**config.mk**
```make
export PLATFORM = sky130hd
export DESIGN_NAME = fp_nan_quieter
export DESIGN_NICKNAME = d
export VERILOG_FILES = /design/src/rtl/fpq_pkg.sv /design/src/rtl/fpq_classify.sv /design/src/rtl/fpq_quiet.sv /design/src/rtl/fp_nan_quieter.sv
export SDC_FILE = /design/constraint.sdc
export NUM_CORES = 1
export LEC_CHECK = 0
export BUFFER_PORTS_ARGS = -buffer_cell sky130_fd_sc_hd__buf_2
export CAP_MARGIN = 20
export CORE_UTILIZATION = 48
export CTS_CLUSTER_DIAMETER = 40
export DETAILED_ROUTE_END_ITERATION = 8
export GPL_TIMING_DRIVEN = 0
export PLACE_DENSITY = 0.91
export SLEW_MARGIN = 10
export SYNTH_ARGS = -nofsm -noshare
export SYNTH_HDL_FRONTEND = slang
export SYNTH_SLANG_ARGS = --single-unit
```
**constraint.sdc**
```tcl
create_clock -name clk -period 2.6 [get_ports clk]
set_clock_uncertainty 0.05 [all_clocks]
set_input_delay 0.39 -clock clk [delete_from_list [all_inputs] [get_ports clk]]
set_output_delay 0.39 -clock clk [all_outputs]
set_load 0.05 [all_outputs]
```
**src/rtl/fpq_pkg.sv**
```systemverilog
package fpq_pkg;

    typedef enum logic [2:0] {
        CLS_ZERO = 3'd0,
        CLS_SUB  = 3'd1,
        CLS_NORM = 3'd2,
        CLS_INF  = 3'd3,
        CLS_QNAN = 3'd4,
        CLS_SNAN = 3'd5
    } fp_class_e;

    typedef enum logic {
        ST_EMPTY  = 1'b0,
        ST_LOADED = 1'b1
    } hold_state_e;

endpackage

```
**src/rtl/fpq_classify.sv**
```systemverilog
module fpq_classify
    import fpq_pkg::*;
#(
    parameter int EXP_W  = 8,
    parameter int FRAC_W = 23
) (
    input  logic [EXP_W+FRAC_W:0] op,
    input  logic                  nan2008,
    output fp_class_e             cls,
    output logic                  is_snan
);
    localparam int QBIT = FRAC_W - 1;

    logic [EXP_W-1:0]  expo;
    logic [FRAC_W-1:0] frac;
    logic              exp_zero;
    logic              exp_ones;
    logic              frac_zero;
    logic              qbit_set;

    assign expo      = op[EXP_W+FRAC_W-1:FRAC_W];
    assign frac      = op[FRAC_W-1:0];
    assign exp_zero  = (expo == '0);
    assign exp_ones  = (expo == '1);
    assign frac_zero = (frac == '0);
    assign qbit_set  = frac[QBIT];

    always_comb begin
        is_snan = 1'b0;
        unique case ({exp_zero, exp_ones})
            2'b10:   cls = frac_zero ? CLS_ZERO : CLS_SUB;
            2'b01: begin
                if (frac_zero) begin
                    cls = CLS_INF;
                end else begin
                    is_snan = nan2008 ? !qbit_set : qbit_set;
                    cls     = is_snan ? CLS_SNAN : CLS_QNAN;
                end
            end
            default: cls = CLS_NORM;
        endcase
    end
endmodule

```
**src/rtl/fpq_quiet.sv**
```systemverilog
module fpq_quiet #(
    parameter int EXP_W  = 8,
    parameter int FRAC_W = 23
) (
    input  logic [EXP_W+FRAC_W:0] op,
    input  logic                  is_snan,
    input  logic                  nan2008,
    output logic [EXP_W+FRAC_W:0] value
);
    localparam int QBIT   = FRAC_W - 1;
    localparam int BACKUP = FRAC_W - 2;

    logic [FRAC_W-1:0] frac_in;
    logic [FRAC_W-1:0] frac_cleared;
    logic [FRAC_W-1:0] frac_out;

    assign frac_in      = op[FRAC_W-1:0];
    assign frac_cleared = frac_in & ~(FRAC_W'(1) << QBIT);

    always_comb begin
        frac_out = frac_in;
        if (is_snan) begin
            if (nan2008) begin
                frac_out = frac_in | (FRAC_W'(1) << QBIT);
            end else if (frac_cleared == '0) begin
                frac_out = FRAC_W'(1) << BACKUP;
            end else begin
                frac_out = frac_cleared;
            end
        end
    end

    assign value = {op[EXP_W+FRAC_W:FRAC_W], frac_out};
endmodule

```
**src/rtl/fp_nan_quieter.sv**
```systemverilog
module fp_nan_quieter
    import fpq_pkg::*;
#(
    parameter int EXP_W  = 8,
    parameter int FRAC_W = 23,
    localparam int WORD_W = 1 + EXP_W + FRAC_W
) (
    input  logic              clk,
    input  logic              rst_n,
    input  logic              in_valid,
    input  logic [WORD_W-1:0] in_op,
    input  logic              nan2008,
    output logic              out_valid,
    output logic [2:0]        out_class,
    output logic [WORD_W-1:0] out_value,
    output logic              out_invalid
);
    fp_class_e         cls_c;
    logic              snan_c;
    logic [WORD_W-1:0] value_c;

    hold_state_e       state_q;
    hold_state_e       state_d;
    fp_class_e         class_q;
    logic [WORD_W-1:0] value_q;
    logic              invalid_q;

    fpq_classify #(.EXP_W(EXP_W), .FRAC_W(FRAC_W)) u_classify (
        .op      (in_op),
        .nan2008 (nan2008),
        .cls     (cls_c),
        .is_snan (snan_c)
    );

    fpq_quiet #(.EXP_W(EXP_W), .FRAC_W(FRAC_W)) u_quiet (
        .op      (in_op),
        .is_snan (snan_c),
        .nan2008 (nan2008),
        .value   (value_c)
    );

    always_comb begin
        unique case (state_q)
            ST_EMPTY:  state_d = in_valid ? ST_LOADED : ST_EMPTY;
            ST_LOADED: state_d = in_valid ? ST_LOADED : ST_EMPTY;
            default:   state_d = ST_EMPTY;
        endcase
    end

    always_ff @(posedge clk or negedge rst_n) begin
        if (!rst_n) begin
            state_q <= ST_EMPTY;
        end else begin
            state_q <= state_d;
        end
    end

    always_ff @(posedge clk or negedge rst_n) begin
        if (!rst_n) begin
            class_q   <= CLS_ZERO;
            value_q   <= '0;
            invalid_q <= 1'b0;
        end else if (in_valid) begin
            class_q   <= cls_c;
            value_q   <= value_c;
            invalid_q <= snan_c;
        end
    end

    assign out_valid   = (state_q == ST_LOADED);
    assign out_class   = class_q;
    assign out_value   = value_q;
    assign out_invalid = invalid_q;
endmodule

```
==> results.toml <==
[critical_path]
required_ns = 2.82
crit_buf_inv = 2
crit_family = "simple AND/OR/NAND/NOR gates"
cp_max_fo = 8
startpoint_type = "primary input"
slowest_stage = "or2_2"
cpPeakStageDelay_ns = 0.32
worstSetupPathType = "primary input to flip-flop"
path_cells = "buf_2 -> nand4_1 -> or2_2 -> inv_1 -> ha_1 -> nor3b_1 -> a31oi_1 -> a21oi_1"
cp.arrival_ns = 1.77
worstSetupEndpointType = "flip-flop"
ff2ff_setup_slack_ns = 1.73
rr_worst_depth = 2
critical_path_depth = 8
worstReg2RegEnd = "out_invalid$_DFFE_PN0P_"
regToRegStartpoint = "out_invalid$_DFFE_PN0P_"

[drt]
via_count = 1249
via_per_inst = 5.18
wl_per_cell_um = 15.3
wirelength_um = 3680
ant_nets = 0
dr.first_iter.drc_count = 55
drc = 0
first_pass_iters = 4

[yosys]
yosys_warnings = 0
syn_nets = 155
yosysSeqAreaShare = 0.582
syn_area_per_cell_sq_um = 13.6
synth-seq-cells = 37
yosysUniqueCellTypes = 30
synth_edf_count = 0
dominantRegCellSynth = "dfrtp_1"
syn_area_sq_mm = 0.00159
netlist_instances = 117
synthArstFlopShare = 1.00

[cts]
clk_latency_ns = 0.34
htree_levels = 2
hold_buffers = 0
cts_tree = "built"
cts_setup_buffers = 0
clkSinkCount = 37
clock_path_buffers = 2
cts-root-buf = "clkbuf_4"
clk_pin_slew_ns = 0.11
numCtsBuffers = 5
post_cts_resized = 0

[min_path]
hp-class = "primary input to asynchronous set/reset pin"

[die]
start_util = 0.513
die_h_um = 59.6
core_area_sq_mm = 0.00310
die_x_um = 59.6
die_area_sq_mm = 0.00355
core.rowCount = 20
pin_count = 73

[cells_and_area]
regArea_sq_um = 926
diodes = 0
fillers = 261
multiInputGateArea_sq_um = 628
layout_common_cells = "buf_2 (75), dfrtp_1 (37), mux2_2 (30)"
layout.nets = 234
drive_above_1_share = 0.604
final_common_cell = "buf_2"
syn2layout_area_growth_pct = 30.5

[grt]
groute.usage.overall = 0.226
grt_overflow = 0
grt_pass1_wl_um = 5700
grt_max_degree = 38
antenna_found_initial = 0
grt_pass1_vias = 1209

[timing]
relSlewSlack = 0.449
fmax_mhz = 641
hold_viol_final = 0
rsz0062_at_grt = "no"
slew_viol_final = 0
fin_setup_tns_ns = 0
finalSetupViolCount = 0
worst_pin_slew_ns = 0.827
min_period_ns = 1.56
worst_slack_ns = 1.04
post-route-period-util = 0.600

[power_and_ir_drop]
vdd_drop_max_mv = 0.361
power_mw = 1.36
leakage_nw = 1.01
power_density_mw_per_mm2 = 653

[placement]
numPortBuffers = 72
place_ws_ns = 0.734
gp_congestion = 0.765
place_hpwl_um = 2710

[run]
maxCapViolCount = 0

[status]
status = "finished, final reports clean"
## per-stage QoR
stage / util / hold WS, ns / instances / cell area (sq um)
final: 0.669 / 0.0866 / 241 / 2080
after global routing: 0.669 / 0.0995 / 241 / 2080
after CTS: 0.669 / 0.102 / 241 / 2080
after detailed placement: 0.647 / 0.440 / 233 / 2010
after global placement: 0.647 / 0.433 / 233 / 2010
after floorplan: - / 0.0444 / 117 / 1590
## cells in the mapped netlist (2+ instances only)
cell type,n,area [sq um]
nor2b_1,2,12.5
a31oi_1,2,12.5
nor4_1,5,31.3
nand4_1,2,12.5
mux2_2,30,338
nor2_1,5,18.8
dfrtp_1,37,926
ha_1,2,25.0
a21oi_1,2,10.0
nand3b_1,3,22.5
buf_2,3,15.0
clkbuf_1,3,11.3
inv_1,3,11.3
nand2_1,2,7.51
## layer usage
layer | share of wire | GRT usage | up-vias | wire length, um
li1 | - | - | 589 | -
met1 | 0.42 | 0.269 | 611 | 1530
met5 | 0 | 0 | - | 0
met2 | 0.51 | 0.377 | 40 | 1880
met4 | 0.032 | 0.113 | 0 | 118
met3 | 0.042 | 0.0611 | 9 | 156
## kinds of logic (layout without fill, tap and decap cells)
kind of cell	Yosys count	count (layout)	synth area share
buffers and inverters	9	89	0.0236
AO/OA/AOI/OAI	11	11	0.0511
flip-flops	37	37	0.582
multiplexers	30	30	0.212
adder cells (fa/ha/maj)	2	2	0.0157
AND/OR/NAND/NOR	27	27	0.110
XOR/XNOR	1	1	0.00550
## flip-flops by register name, summed over array words and instances (netlist names)
signal,cells
out_value,32
out_class,3
out_valid,1
out_invalid,1
## where the power goes
group | switching (mW) | internal (mW)
clock network | 0.183 | 0.157
logic | 0.265 | 0.103
registers | 0.0235 | 0.625
total | 0.472 | 0.885
## cell type report
cell class	count	share of cell area
Multi-Input combinational cell	71	0.302
Inverter	3	0.00542
Timing Repair Buffer	72	0.173
Buffer	6	0.0127
Tap cell	44	0.0265
Clock inverter	1	0.00241
Clock buffer	7	0.0313
Sequential cell	37	0.446
## how the worst max path moves through the flow
stage	start	endpoint	slack, ns
2_1_floorplan	in_op[12]	out_invalid$_DFFE_PN0P_	0.99
3_3_place_gp	in_op[24]	out_value[21]$_DFFE_PN0P_	0.79
3_5_place_dp	in_op[26]	out_value[21]$_DFFE_PN0P_	0.73
4_1_cts	in_op[26]	out_value[21]$_DFFE_PN0P_	1.07
5_1_grt	in_op[26]	out_value[21]$_DFFE_PN0P_	0.95
6_report	in_op[26]	out_value[21]$_DFFE_PN0P_	1.04
Power figures use the tool's default switching activity.
